File: src/rtl/spi_fifo_pkg.sv
package spi_fifo_pkg;

  // Register selects
  localparam logic [1:0] ADDR_CTL   = 2'd0;
  localparam logic [1:0] ADDR_INTEN = 2'd1;
  localparam logic [1:0] ADDR_STA   = 2'd2;
  localparam logic [1:0] ADDR_LVL   = 2'd3;

  // Control word bit positions
  localparam int CTL_RX_FLUSH = 0;
  localparam int CTL_TX_FLUSH = 1;
  localparam int CTL_RX_DMA   = 2;
  localparam int CTL_TX_DMA   = 3;
  localparam int CTL_RX_TRIG  = 8;
  localparam int CTL_TX_TRIG  = 16;

  // Status / enable bit positions
  localparam int STA_RX   = 0;
  localparam int STA_TX   = 1;
  localparam int STA_DONE = 2;
  localparam int STA_W    = 3;

  // Strobes from control to datapath
  typedef struct packed {
    logic rxFlush;
    logic txFlush;
  } fifoCmd_t;

endpackage

File: src/rtl/sfi_fifo.sv
module sfi_fifo #(
  parameter int DATA_W = 8,
  parameter int DEPTH  = 16,
  localparam int LVL_W = $clog2(DEPTH + 1),
  localparam int PTR_W = (DEPTH > 1) ? $clog2(DEPTH) : 1
) (
  input  logic              clk,
  input  logic              rstN,
  input  logic              flush,
  input  logic              push,
  input  logic [DATA_W-1:0] pushData,
  input  logic              pop,
  output logic [DATA_W-1:0] popData,
  output logic [LVL_W-1:0]  level
);

  localparam logic [LVL_W-1:0] FULL_LVL = LVL_W'(DEPTH);
  localparam logic [PTR_W-1:0] LAST_PTR = PTR_W'(DEPTH - 1);

  logic [DATA_W-1:0] mem [DEPTH];
  logic [PTR_W-1:0]  wrPtr, rdPtr;
  logic              doPush, doPop;

  function automatic logic [PTR_W-1:0] advance(input logic [PTR_W-1:0] p);
    return (p == LAST_PTR) ? '0 : p + 1'b1;
  endfunction

  assign doPush  = push && (level != FULL_LVL);
  assign doPop   = pop && (level != '0);
  assign popData = mem[rdPtr];

  always_ff @(posedge clk) begin
    if (doPush && !flush) mem[wrPtr] <= pushData;
  end

  always_ff @(posedge clk) begin
    if (!rstN || flush) begin
      wrPtr <= '0;
      rdPtr <= '0;
      level <= '0;
    end else begin
      if (doPush) wrPtr <= advance(wrPtr);
      if (doPop)  rdPtr <= advance(rdPtr);
      case ({doPush, doPop})
        2'b10:   level <= level + 1'b1;
        2'b01:   level <= level - 1'b1;
        default: level <= level;
      endcase
    end
  end

  assert_level_bound_R2: assert property (@(posedge clk) disable iff (!rstN)
    level <= FULL_LVL);

  assert_full_push_ignored_R2: assert property (@(posedge clk) disable iff (!rstN)
    (push && !pop && !flush && level == FULL_LVL) |=> (level == FULL_LVL));

  assert_empty_pop_ignored_R2: assert property (@(posedge clk) disable iff (!rstN)
    (pop && !push && !flush && level == '0) |=> (level == '0));

  assert_flush_empties_R3: assert property (@(posedge clk) disable iff (!rstN)
    flush |=> (level == '0));

endmodule

File: src/rtl/sfi_datapath.sv
module sfi_datapath
  import spi_fifo_pkg::*;
#(
  parameter int DATA_W = 8,
  parameter int DEPTH  = 16,
  localparam int LVL_W = $clog2(DEPTH + 1)
) (
  input  logic              clk,
  input  logic              rstN,
  input  fifoCmd_t          cmd,
  input  logic              busTxPush,
  input  logic [DATA_W-1:0] busTxData,
  input  logic              engTxPop,
  output logic [DATA_W-1:0] engTxData,
  input  logic              engRxPush,
  input  logic [DATA_W-1:0] engRxData,
  input  logic              busRxPop,
  output logic [DATA_W-1:0] busRxData,
  output logic [LVL_W-1:0]  txLevel,
  output logic [LVL_W-1:0]  rxLevel
);

  // Transmit direction: bus writes, shift engine reads
  sfi_fifo #(.DATA_W(DATA_W), .DEPTH(DEPTH)) i_txFifo (
    .clk      (clk),
    .rstN     (rstN),
    .flush    (cmd.txFlush),
    .push     (busTxPush),
    .pushData (busTxData),
    .pop      (engTxPop),
    .popData  (engTxData),
    .level    (txLevel)
  );

  // Receive direction: shift engine writes, bus reads
  sfi_fifo #(.DATA_W(DATA_W), .DEPTH(DEPTH)) i_rxFifo (
    .clk      (clk),
    .rstN     (rstN),
    .flush    (cmd.rxFlush),
    .push     (engRxPush),
    .pushData (engRxData),
    .pop      (busRxPop),
    .popData  (busRxData),
    .level    (rxLevel)
  );

endmodule

File: src/rtl/sfi_control.sv
module sfi_control
  import spi_fifo_pkg::*;
#(
  parameter int DEPTH  = 16,
  localparam int LVL_W = $clog2(DEPTH + 1),
  localparam logic [LVL_W-1:0] RX_TRIG_RST = LVL_W'(DEPTH / 4 * 3),
  localparam logic [LVL_W-1:0] TX_TRIG_RST = LVL_W'(DEPTH / 4)
) (
  input  logic             clk,
  input  logic             rstN,
  input  logic             regWrite,
  input  logic [1:0]       regAddr,
  input  logic [31:0]      regWdata,
  output logic [31:0]      regRdata,
  input  logic             xferDone,
  input  logic [LVL_W-1:0] rxLevel,
  input  logic [LVL_W-1:0] txLevel,
  output fifoCmd_t         cmd,
  output logic             irq,
  output logic             rxDmaReq,
  output logic             txDmaReq
);

  // Threshold fields are 8 bits wide in the word; LVL_W must not exceed 8.
  logic [LVL_W-1:0] rxTrig, txTrig;
  logic             rxDmaEn, txDmaEn;
  logic [STA_W-1:0] intEn, staReg, staSet, staClr;
  logic             rxCond, txCond;
  logic             wrCtl, wrEn, wrSta;

  assign wrCtl = regWrite && (regAddr == ADDR_CTL);
  assign wrEn  = regWrite && (regAddr == ADDR_INTEN);
  assign wrSta = regWrite && (regAddr == ADDR_STA);

  // Flush strobes last exactly the write cycle
  assign cmd.rxFlush = wrCtl && regWdata[CTL_RX_FLUSH];
  assign cmd.txFlush = wrCtl && regWdata[CTL_TX_FLUSH];

  always_ff @(posedge clk) begin
    if (!rstN) begin
      rxTrig  <= RX_TRIG_RST;
      txTrig  <= TX_TRIG_RST;
      rxDmaEn <= 1'b0;
      txDmaEn <= 1'b0;
    end else if (wrCtl) begin
      rxTrig  <= regWdata[CTL_RX_TRIG +: LVL_W];
      txTrig  <= regWdata[CTL_TX_TRIG +: LVL_W];
      rxDmaEn <= regWdata[CTL_RX_DMA];
      txDmaEn <= regWdata[CTL_TX_DMA];
    end
  end

  always_ff @(posedge clk) begin
    if (!rstN)     intEn <= '0;
    else if (wrEn) intEn <= regWdata[STA_W-1:0];
  end

  // Threshold comparisons
  assign rxCond = (rxLevel >= rxTrig);
  assign txCond = (txLevel <= txTrig);

  always_comb begin
    staSet           = '0;
    staSet[STA_RX]   = rxCond;
    staSet[STA_TX]   = txCond;
    staSet[STA_DONE] = xferDone;
    staClr           = wrSta ? regWdata[STA_W-1:0] : '0;
  end

  // Setting wins over a simultaneous clear
  always_ff @(posedge clk) begin
    if (!rstN) staReg <= '0;
    else       staReg <= (staReg & ~staClr) | staSet;
  end

  assign irq      = |(staReg & intEn);
  assign rxDmaReq = rxDmaEn && rxCond;
  assign txDmaReq = txDmaEn && txCond;

  always_comb begin
    regRdata = '0;
    case (regAddr)
      ADDR_CTL: begin
        regRdata[CTL_RX_DMA]            = rxDmaEn;
        regRdata[CTL_TX_DMA]            = txDmaEn;
        regRdata[CTL_RX_TRIG +: LVL_W]  = rxTrig;
        regRdata[CTL_TX_TRIG +: LVL_W]  = txTrig;
      end
      ADDR_INTEN: regRdata[STA_W-1:0] = intEn;
      ADDR_STA:   regRdata[STA_W-1:0] = staReg;
      default: begin
        regRdata[0 +: LVL_W]  = rxLevel;
        regRdata[16 +: LVL_W] = txLevel;
      end
    endcase
  end

  assert_rx_ready_R4: assert property (@(posedge clk) disable iff (!rstN)
    (rxLevel >= rxTrig) |=> staReg[STA_RX]);

  assert_tx_req_R5: assert property (@(posedge clk) disable iff (!rstN)
    (txLevel <= txTrig) |=> staReg[STA_TX]);

  assert_done_sticky_R6: assert property (@(posedge clk) disable iff (!rstN)
    (staReg[STA_DONE] && !(wrSta && regWdata[STA_DONE])) |=> staReg[STA_DONE]);

  assert_w1c_done_R7: assert property (@(posedge clk) disable iff (!rstN)
    (wrSta && regWdata[STA_DONE] && !xferDone) |=> !staReg[STA_DONE]);

  assert_irq_masked_R8: assert property (@(posedge clk) disable iff (!rstN)
    (intEn == '0) |-> !irq);

  assert_dma_gated_R9: assert property (@(posedge clk) disable iff (!rstN)
    (!rxDmaEn |-> !rxDmaReq) and (!txDmaEn |-> !txDmaReq));

endmodule

File: src/rtl/spi_fifo_irq_unit.sv
module spi_fifo_irq_unit
  import spi_fifo_pkg::*;
#(
  parameter int DATA_W = 8,
  parameter int DEPTH  = 16,
  localparam int LVL_W = $clog2(DEPTH + 1)
) (
  input  logic              clk,
  input  logic              rstN,
  input  logic              regWrite,
  input  logic [1:0]        regAddr,
  input  logic [31:0]       regWdata,
  output logic [31:0]       regRdata,
  input  logic              busTxPush,
  input  logic [DATA_W-1:0] busTxData,
  input  logic              busRxPop,
  output logic [DATA_W-1:0] busRxData,
  input  logic              engTxPop,
  output logic [DATA_W-1:0] engTxData,
  input  logic              engRxPush,
  input  logic [DATA_W-1:0] engRxData,
  input  logic              xferDone,
  output logic              irq,
  output logic              rxDmaReq,
  output logic              txDmaReq
);

  fifoCmd_t         cmd;
  logic [LVL_W-1:0] txLevel, rxLevel;

  sfi_control #(.DEPTH(DEPTH)) i_control (
    .clk      (clk),
    .rstN     (rstN),
    .regWrite (regWrite),
    .regAddr  (regAddr),
    .regWdata (regWdata),
    .regRdata (regRdata),
    .xferDone (xferDone),
    .rxLevel  (rxLevel),
    .txLevel  (txLevel),
    .cmd      (cmd),
    .irq      (irq),
    .rxDmaReq (rxDmaReq),
    .txDmaReq (txDmaReq)
  );

  sfi_datapath #(.DATA_W(DATA_W), .DEPTH(DEPTH)) i_datapath (
    .clk       (clk),
    .rstN      (rstN),
    .cmd       (cmd),
    .busTxPush (busTxPush),
    .busTxData (busTxData),
    .engTxPop  (engTxPop),
    .engTxData (engTxData),
    .engRxPush (engRxPush),
    .engRxData (engRxData),
    .busRxPop  (busRxPop),
    .busRxData (busRxData),
    .txLevel   (txLevel),
    .rxLevel   (rxLevel)
  );

endmodule

File: config.mk
export PLATFORM = sky130hd
export DESIGN_NAME = spi_fifo_irq_unit
export DESIGN_NICKNAME = d
export VERILOG_FILES = /design/src/rtl/spi_fifo_pkg.sv /design/src/rtl/sfi_fifo.sv /design/src/rtl/sfi_datapath.sv /design/src/rtl/sfi_control.sv /design/src/rtl/spi_fifo_irq_unit.sv
export SDC_FILE = /design/constraint.sdc
export NUM_CORES = 1
export LEC_CHECK = 0
export BUFFER_PORTS_ARGS = -buffer_cell sky130_fd_sc_hd__buf_4
export CELL_PAD_IN_SITES_DETAIL_PLACEMENT = 0
export CELL_PAD_IN_SITES_GLOBAL_PLACEMENT = 1
export CORE_AREA = 4 4 214 216
export CTS_BUF_LIST = sky130_fd_sc_hd__clkbuf_8
export CTS_CLUSTER_DIAMETER = 40
export CTS_CLUSTER_SIZE = 8
export DETAILED_ROUTE_END_ITERATION = 10
export DIE_AREA = 0 0 218 220
export PLACE_DENSITY_LB_ADDON = 0.1
export SLEW_MARGIN = 20
export SYNTH_ARGS = -nofsm -noshare
export SYNTH_HDL_FRONTEND = slang
export SYNTH_SLANG_ARGS = --single-unit
export TNS_END_PERCENT = 30
File: constraint.sdc
create_clock -name clk -period 8.3 [get_ports clk]
set_input_delay 1.66 -clock clk [delete_from_list [all_inputs] [get_ports clk]]
set_output_delay 1.66 -clock clk [all_outputs]
set_load 0.01 [all_outputs]
# After elaboration in Yosys (flattened, before gate mapping)

Memories as Yosys holds them, arrays and structs flattened. A register that Yosys moved wholly into a read port is not among the register bits.
Index checks and enable logic that the tools add are counted.

Bits in registers: 44
Latch bits: 0
Bits in writable memories: 256
ROM bits: 0
Input bits: 58
Output and inout port bits: 51
Word-level logic and storage cells: 87
Memories kept: 2

$add $sub $neg: 8
$mul: 0
Div/mod/pow operators: 0
Order comparisons: 2
Eq/ne operators: 12
Shift-type cells: 0
Mux-type cells: 21
Bitwise operators: 4
Reductions and logical operators: 26

Memories:

| memory                  | words | width | rd ports | clocked after memory_dff | write ports | RTL line       | source |
|---|---|---|---|---|---|---|---|
| i_datapath.i_rxFifo.mem | 16    | 8     | 1        | 1                        | 1           | sfi_fifo.sv:20 | `logic [DATA_W-1:0] mem [DEPTH];` |
| i_datapath.i_txFifo.mem | 16    | 8     | 1        | 1                        | 1           | sfi_fifo.sv:20 |  |

Operator list:

| cell                                                                   | count |
|---|---|
| 4-bit two-way mux                                                      | 8 |
| 5-bit one-hot mux with 2 select lines                                  | 3 |
| 4-bit by 1-bit adder with 4-bit output (second input constant)         | 4 |
| 4-bit equality test (second input constant)                            | 4 |
| 1-bit logical AND                                                      | 13 |
| 5-bit by 1-bit adder with 5-bit output (second input constant)         | 2 |
| 5-bit != test (second input constant)                                  | 2 |
| 5-bit nonzero test                                                     | 2 |
| 5-bit by 1-bit subtractor with 5-bit output (second input constant)    | 2 |
| 3-bit bitwise AND                                                      | 2 |
| 2-bit by 1-bit equality test with 1-bit output (second input constant) | 3 |
| 2-bit equality test (second input constant)                            | 3 |
| 2-bit one-hot mux with 3 select lines                                  | 1 |
| 3-bit OR reduction                                                     | 2 |
| 5-bit >= comparator                                                    | 1 |
| 5-bit <= comparator                                                    | 1 |
| 1-bit two-way mux                                                      | 5 |
| 5-bit two-way mux                                                      | 1 |
| 2-bit nonzero test                                                     | 2 |
| 1-bit zero test                                                        | 3 |
| 3-bit two-way mux                                                      | 1 |
| 3-bit NOT                                                              | 1 |
| 3-bit bitwise OR                                                       | 1 |
| 1-bit one-hot mux with 3 select lines                                  | 1 |
| 4 further kinds                                                        | 5 |

# Depth between registers and ports, before layout

Gate-level depths: netlist of the first run.

Depth after elaboration: 7
Depth in mapped cells: 13
Depth with buffers taken out: 11

# Hierarchy

From an unflattened synthesis of the first run, not the netlist that was laid out.

Cells, all modules: 758
Area, all modules: 13118.8 um^2

By module, submodules not included:

| module      | instances | cells each | area each (um^2) | seq. area each (um^2) |
|---|---|---|---|---|
| sfi_fifo    | 2         | 299        | 5919.4           | 4184.0 |
| sfi_control | 1         | 160        | 1280.0           | 360.3 |

# Least setup slack after synthesis of the first run

No wires, ideal clock.

Kind: input -> output
Start point: input regAddr[1]
End point: output regRdata[1]
Data arrival time: 2.537 ns
Required time: 6.640 ns
Path slack: 4.103 ns
Stages on the path: 3
Buffers on the path: 1
Cell sequence: clkbuf_1 -> mux2_2 -> a22o_1

Cells in the longest elaborated chain, start to end: 2
Elaborated cells between the ends (all ways): 4
Classes of those cells: 2 x eq/ne; 1 x mux; 1 x reduce/logical

RTL lines:

| element                                           | RTL line                | source |
|---|---|---|
| from (decl)                                       | spi_fifo_irq_unit.sv:11 | `input logic [1:0] regAddr,` |
| 2-bit equality test, or another cell as far along | sfi_control.sv:82       | `case (regAddr)` |
| 2-bit one-hot mux with 3 select lines *           | sfi_control.sv:82       |  |
| to (decl)                                         | spi_fifo_irq_unit.sv:13 | `output logic [31:0] regRdata,` |

Every way passes the cells marked *; elsewhere a longest branch is shown, timed or not.

==> impl_metrics.json, run 1 <==
{
  "synth_edf_count": 256,
  "r2r.worst_path.cells": 10,
  "crit_chain": "mux4_1 -> mux4_2 -> buf_4",
  "ys_async_sr_fraction_pct": 0,
  "grt_max_degree": 33,
  "yosysTopAreaCellShare_pct": 58.9,
  "slowest_stage": "dfxtp_2",
  "synth_cell_types": 61,
  "yosys_warnings": 0,
  "drt-initial-drc-count": 484,
  "route.detailed.drc": 0,
  "cts.clk_slew.worst_paths_ns": 0.06,
  "synth_area_leader_cell": "edfxtp_1",
  "hold_buffers": 0,
  "worstSetupStartpointType": "flop",
  "clock.fmax_mhz": 214,
  "met3_length_um": 1380,
  "fin_hold_ws_ns": 0.462,
  "hold_class": "flop to flop",
  "dieArea_um2": 48000,
  "wl_met2_um": 14000,
  "rr_startpoint": "i_datapath.i_txFifo.level[1]",
  "finalMaxSlewViolations": 0,
  "crit_path_max_fanout": 32,
  "h-tree-depth": 2,
  "cp_num_buf_inv": 1,
  "end_kind": "output pin",
  "seq_area_frac_synth_pct": 66.9,
  "die_w_um": 218,
  "maxCapViolCount": 0,
  "fin_nets": 943,
  "setup_tns_ns": 0,
  "worst_slew_pin_slew_ns": 1.06,
  "areaGrowthSynthToFinish_pct": 17.1,
  "fin_crit_ns": 4.68,
  "rows": 77,
  "cp_top_family": "multiplexers",
  "rsz0062_at_grt": "no",
  "hold_viol": 0,
  "grt_pass1_vias": 7560,
  "grt_usage_pct": 12.1,
  "worstSetupPathType": "flop to output pin",
  "cts-root-buf": "clkbuf_8",
  "drtAntennaViolNets": 0,
  "dr_total_vias": 6873,
  "overflow": 0,
  "setup_viol": 0,
  "insertion_delay_ns": 0.63,
  "dp_hpwl_um": 18500,
  "required_ns": 6.64,
  "initial_core_util_pct": 29.7,
  "arrival_ns": 3.02,
  "worstSetupPathDepth": 3,
  "cts_tree": "done",
  "fin_skew_ns": 0.0211,
  "rrSetupSlack_ns": 5.25,
  "synthTopCellsByArea": "edfxtp_1 59%, mux4_1 11%, dfxtp_1 8.0%",
  "cts_setup_buffers": 0,
  "r2r-end": "i_datapath.i_txFifo.level[4]",
  "met1_length_um": 12700,
  "nFillCells": 4221,
  "syn_area_per_cell_um2": 17.2,
  "via_per_inst": 4.63,
  "synthFlopType": "edfxtp_1",
  "grt_pass1_wl_um": 44200,
  "layout_commonest_cell": "edfxtp_1",
  "slowest_delay_ns": 1.00,
  "synth-seq-cells": 308,
  "syn_inst": 759,
  "core_um2": 43900,
  "ios": 109,
  "timing.final.crit_share_pct": 56.4,
  "wl_per_cell_um": 19.3,
  "cts.sink_count": 308,
  "n_antenna_cell": 0,
  "first_pass_iters": 4,
  "vdd_drop_max_mv": 0.103,
  "slew_headroom_pct": 29.0,
  "layout-drive-gt1-share_pct": 23.2,
  "cts_resized": 0,
  "layout_common_cells": "256 x edfxtp_1, 82 x buf_4, 56 x mux4_1",
  "crit_end": "engTxData[4]",
  "numCtsBuffers": 55,
  "antenna_found_initial": 0,
  "die_h_um": 220,
  "gp_congestion": 0.716,
  "powerDensity_nw_per_um2": 266,
  "synth_area_um2": 13000,
  "status": "completed",
  "wl_um": 28700,
  "power_leakage_uw": 0.00518,
  "port_buffers": 73,
  "clock_path_buffers": 3,
  "highest_layer": "met4"
}
==> cell families after synthesis <==
family	count (synthesis)	synth area share [%]
compound gates	87	4.39
fa+ha+maj	27	2.59
flops	308	66.9
other cells	1	0.0287
simple gates	154	5.80
buf+inv	84	3.49
mux	87	16.1
xor+xnor	11	0.738
==> Yosys cell counts, drive strengths merged (2+ instances only) <==
library cell and number:
mux4 81, a22o 8, clkbuf 15, nand3b 2
nor2b 9, o21ai 17, nand3 4, or3 6
a21oi 29, and2 8, nor2 33, ha 27
xor2 10, mux2i 4, a211oi 2, nor4 5
mux2 2, dfxtp 52, o211ai 5, nor3b 2
or4 5, buf 41, o21a 3, nand2 56
nand2b 5, edfxtp 256, a21boi 12, a311oi 2
inv 28, nor3 13
==> registers in the layout, summed over array words and instances, names as in the netlist, named ones only <==
name	count
i_datapath.i_rxFifo.wrPtr	4
i_datapath.i_txFifo.mem	128
i_control.txDmaEn	1
i_datapath.i_rxFifo.mem	128
i_datapath.i_txFifo.rdPtr	4
i_datapath.i_rxFifo.level	5
i_control.txTrig	5
i_control.intEn	3
i_datapath.i_txFifo.wrPtr	4
i_control.staReg	3
i_control.rxTrig	5
i_datapath.i_rxFifo.rdPtr	4
i_control.rxDmaEn	1
i_datapath.i_txFifo.level	5
==> metal layers <==
layer / up-vias / global-route usage (%)
li1: 3178 / -
met5: - / 0
met2: 160 / 20.0
met3: 56 / 3.32
met4: 0 / 3.73
met1: 3479 / 15.4
==> stage by stage <==
stage / power (uW) / setup slack, ns / instance area (um2) / util (%) / cells
after floorplan: 2440 / 4.10 / 13100 / - / 775
after CTS: 4150 / 3.41 / 15300 / 34.8 / 1484
after detailed placement: 2670 / 4.07 / 14200 / 32.2 / 1393
after global placement: 2650 / 4.04 / 14200 / 32.2 / 1393
final: 4070 / 3.62 / 15300 / 34.8 / 1484
after global routing: 4300 / 3.42 / 15300 / 34.8 / 1484
==> cell type report <==
type,instances,area [um2],share of cell area [%]
sequential,308,8740,57.2
multi-input combinational,383,3970,26.0
clock buffer,55,757,4.95
tap,592,741,4.85
timing repair buffer,82,616,4.03
clock inverter,36,352,2.30
inverter,28,105,0.688
==> worst min path at each step <==
stage                     depth (start not counted)  slack [ns]                  end                start
after floorplan                                   2        0.44  i_control.rxTrig[1]  i_control.rxTrig[1]
after CTS                                         2        0.47  i_control.rxTrig[1]  i_control.rxTrig[1]
after global placement                            2        0.46  i_control.rxTrig[4]  i_control.rxTrig[4]
final                                             2        0.46  i_control.rxTrig[1]  i_control.rxTrig[1]
after detailed placement                          2        0.46  i_control.rxTrig[4]  i_control.rxTrig[4]
after global routing                              2        0.49  i_control.rxTrig[1]  i_control.rxTrig[1]
==> report_power, final <==
group / switching [uW] / leakage [uW] / total, uW / internal [uW]
registers: 160 / 0.00274 / 1900 / 1740
logic: 313 / 0.00185 / 716 / 403
clock network: 637 / 0.000592 / 1450 / 810
==> worst reg2reg max path, delay by kind of cell (launching register included) <==
kind	cells	cell delay, ns
AOI/OAI and AO/OA	4	0.76
DFF	1	0.43
and+or+nand+nor	2	0.89
buffers and inverters	2	0.21
adders and majority gates	2	0.70
(Power assumes the default switching activity.)
==> run 2, diff against run 1 <==
ABC_AREA = 1   (was not set)
CORE_AREA = 4 4 218 220   (was 4 4 214 216)
DIE_AREA = 0 0 222 224   (was 0 0 218 220)
clock period = 4.25 ns   (was 8.3 ns; I/O delays follow)
==> impl_metrics.json, run 2 <==
{
  "ys_async_sr_fraction_pct": 0,
  "rows": 78,
  "required_ns": 3.40,
  "die_w_um": 222,
  "clock_path_buffers": 3,
  "syn_area_per_cell_um2": 10.6,
  "swShare_pct": 32.0,
  "slowest_stage": "dfxtp_2",
  "dp_hpwl_um": 22000,
  "p_sw_uw": 2750,
  "end_kind": "output pin",
  "cts_tree": "done",
  "core_um2": 45300,
  "fin_nets": 1456,
  "cts.clk_slew.worst_paths_ns": 0.06,
  "timing.final.crit_share_pct": 79.1,
  "layout_commonest_cell": "edfxtp_1",
  "rsz0062_at_grt": "no",
  "synth_edf_count": 256,
  "maxCapViolCount": 0,
  "ios": 109,
  "layout_common_cells": "256 x edfxtp_1, 218 x inv_1, 172 x nand2_1",
  "yosys_warnings": 0,
  "initial_core_util_pct": 30.0,
  "via_per_inst": 4.46,
  "synth_area_um2": 13600,
  "power_frac_clock_pct": 34.1,
  "route.detailed.drc": 0,
  "seq_area_frac_synth_pct": 64.2,
  "worst_slew_pin_slew_ns": 0.901,
  "grt_max_degree": 75,
  "grt_pass1_wl_um": 52600,
  "fin_skew_ns": 0.0345,
  "worstSetupStartpointType": "flop",
  "numCtsBuffers": 59,
  "slowest_delay_ns": 0.81,
  "synth_cell_types": 33,
  "areaGrowthSynthToFinish_pct": 16.7,
  "insertion_delay_ns": 0.63,
  "layout-drive-gt1-share_pct": 14.0,
  "powerDensity_nw_per_um2": 541,
  "cts.sink_count": 308,
  "synthFlopType": "edfxtp_1",
  "vdd_drop_max_mv": 0.242,
  "worstSetupPathType": "flop to output pin",
  "fin_hold_ws_ns": 0.462,
  "status": "completed",
  "hold_buffers": 0,
  "synth_area_leader_cell": "edfxtp_1",
  "nFillCells": 4674,
  "synth-seq-cells": 308,
  "synthTopCellsByArea": "edfxtp_1 57%, dfxtp_1 7.7%, inv_1 5.5%",
  "cts_resized": 0,
  "arrival_ns": 2.51,
  "antenna_found_initial": 0,
  "intPower_uw": 5830,
  "drt-initial-drc-count": 511,
  "synth_top_cells_by_count": "256 x edfxtp_1, 199 x inv_1, 172 x nand2_1",
  "setup_viol": 0,
  "n_antenna_cell": 0,
  "syn_inst": 1279,
  "dieArea_um2": 49700,
  "cts_setup_buffers": 0,
  "grt_pass1_vias": 9039,
  "dr_total_vias": 8996,
  "seqPwrFrac_pct": 43.2,
  "slew_headroom_pct": 39.7,
  "first_pass_iters": 4,
  "clock.fmax_mhz": 297,
  "gp_congestion": 0.747,
  "yosys.cell_count.top_type": "edfxtp_1",
  "cts-root-buf": "clkbuf_8",
  "fin_crit_ns": 3.36,
  "overflow": 0,
  "cp_top_family": "flip-flops",
  "wl_um": 34200,
  "finalMaxSlewViolations": 0,
  "wl_per_cell_um": 17.0,
  "crit_path_max_fanout": 35,
  "yosysTopAreaCellShare_pct": 56.5,
  "largest_registers": "i_datapath.i_rxFifo.mem x128, i_datapath.i_txFifo.mem x128",
  "port_buffers": 73,
  "cp_num_buf_inv": 2,
  "drtAntennaViolNets": 0,
  "setup_tns_ns": 0,
  "h-tree-depth": 2,
  "hold_class": "flop to flop",
  "final_util_pct": 35.0,
  "power_leakage_uw": 0.00613,
  "power_frac_comb_pct": 22.6,
  "crit_chain": "buf_4 -> a21oi_1 -> o21ai_0 -> nand3_1 -> nand3_1 -> nand2_1 -> buf_4",
  "grt_usage_pct": 13.5,
  "hold_viol": 0,
  "die_h_um": 224
}
[run 2: worst reg2reg max path: stages, from the launching register on]
cell	delay (ns)
dfxtp_1	0.44
nor2_1	0.11
nand4_1	0.11
nand2_2	0.15
inv_2	0.12
nand2_2	0.10
inv_2	0.08
nand2_1	0.14
nor2_1	0.73
[run 2: cell type report]
class / count / area (um2) / share of cell area, %
clock buffers: 69 / 950 / 5.98
clock inverters: 38 / 246 / 1.55
inverters: 206 / 778 / 4.90
multi-input cells: 708 / 3720 / 23.4
flip-flops and latches: 308 / 8740 / 55.1
well taps: 600 / 751 / 4.73
repair buffers: 88 / 686 / 4.32
[run 2: power by group through the flow]
stage | clock, uW | combinational [uW] | sequential (uW)
2_1_floorplan | 0 | 1520 | 3570
3_3_place_gp | 0 | 1980 | 3790
3_5_place_dp | 0 | 1980 | 3780
4_1_cts | 3060 | 1990 | 3720
5_1_grt | 3210 | 2230 | 3760
6_report | 2930 | 1940 | 3710
[run 2: per-layer routing]
layer | vias up | track usage, % | wire, um | share of wire (%)
met3 | 54 | 2.71 | 1370 | 4.0
met4 | 0 | 4.34 | 712 | 2.1
li1 | 4560 | - | - | -
met5 | - | 0 | 0 | 0
met2 | 149 | 22.9 | 16300 | 48
met1 | 4233 | 17.7 | 15800 | 46
[run 2: cell families (layout without fill, tap and decap cells)]
group / Yosys count / after routing / synth area share (%)
xor gates and xnor gates: 8 / 8 / 0.515
other: 1 / 17 / 0.0276
buffers and inverters: 279 / 401 / 8.92
adders and majority gates: 27 / 27 / 2.48
DFF: 308 / 308 / 64.2
and+or+nand+nor: 385 / 385 / 12.5
AOI/OAI and AO/OA: 271 / 271 / 11.4
[run 2: final timing paths]
kind | from | to | slack (ns) | depth (start not counted)
max | flop | engTxData[2] | 0.89 | 7
min | i_control.intEn[1] | i_control.intEn[1] | 0.46 | 2
max reg2reg | i_datapath.i_rxFifo.level[1] | i_datapath.i_rxFifo.mem[10][6] | 1.91 | 8
min reg2reg | i_control.intEn[1] | i_control.intEn[1] | 0.46 | 2
[run 2: through the flow]
stage | area, um2 | setup WS [ns] | total power, uW | cells
2_1_floorplan | 13700 | 1.87 | 5090 | 1295
3_3_place_gp | 14700 | 1.28 | 5760 | 1910
3_5_place_dp | 14700 | 1.26 | 5760 | 1910
4_1_cts | 15900 | 0.746 | 8770 | 2017
5_1_grt | 15900 | 0.600 | 9200 | 2017
6_report | 15900 | 0.888 | 8580 | 2017
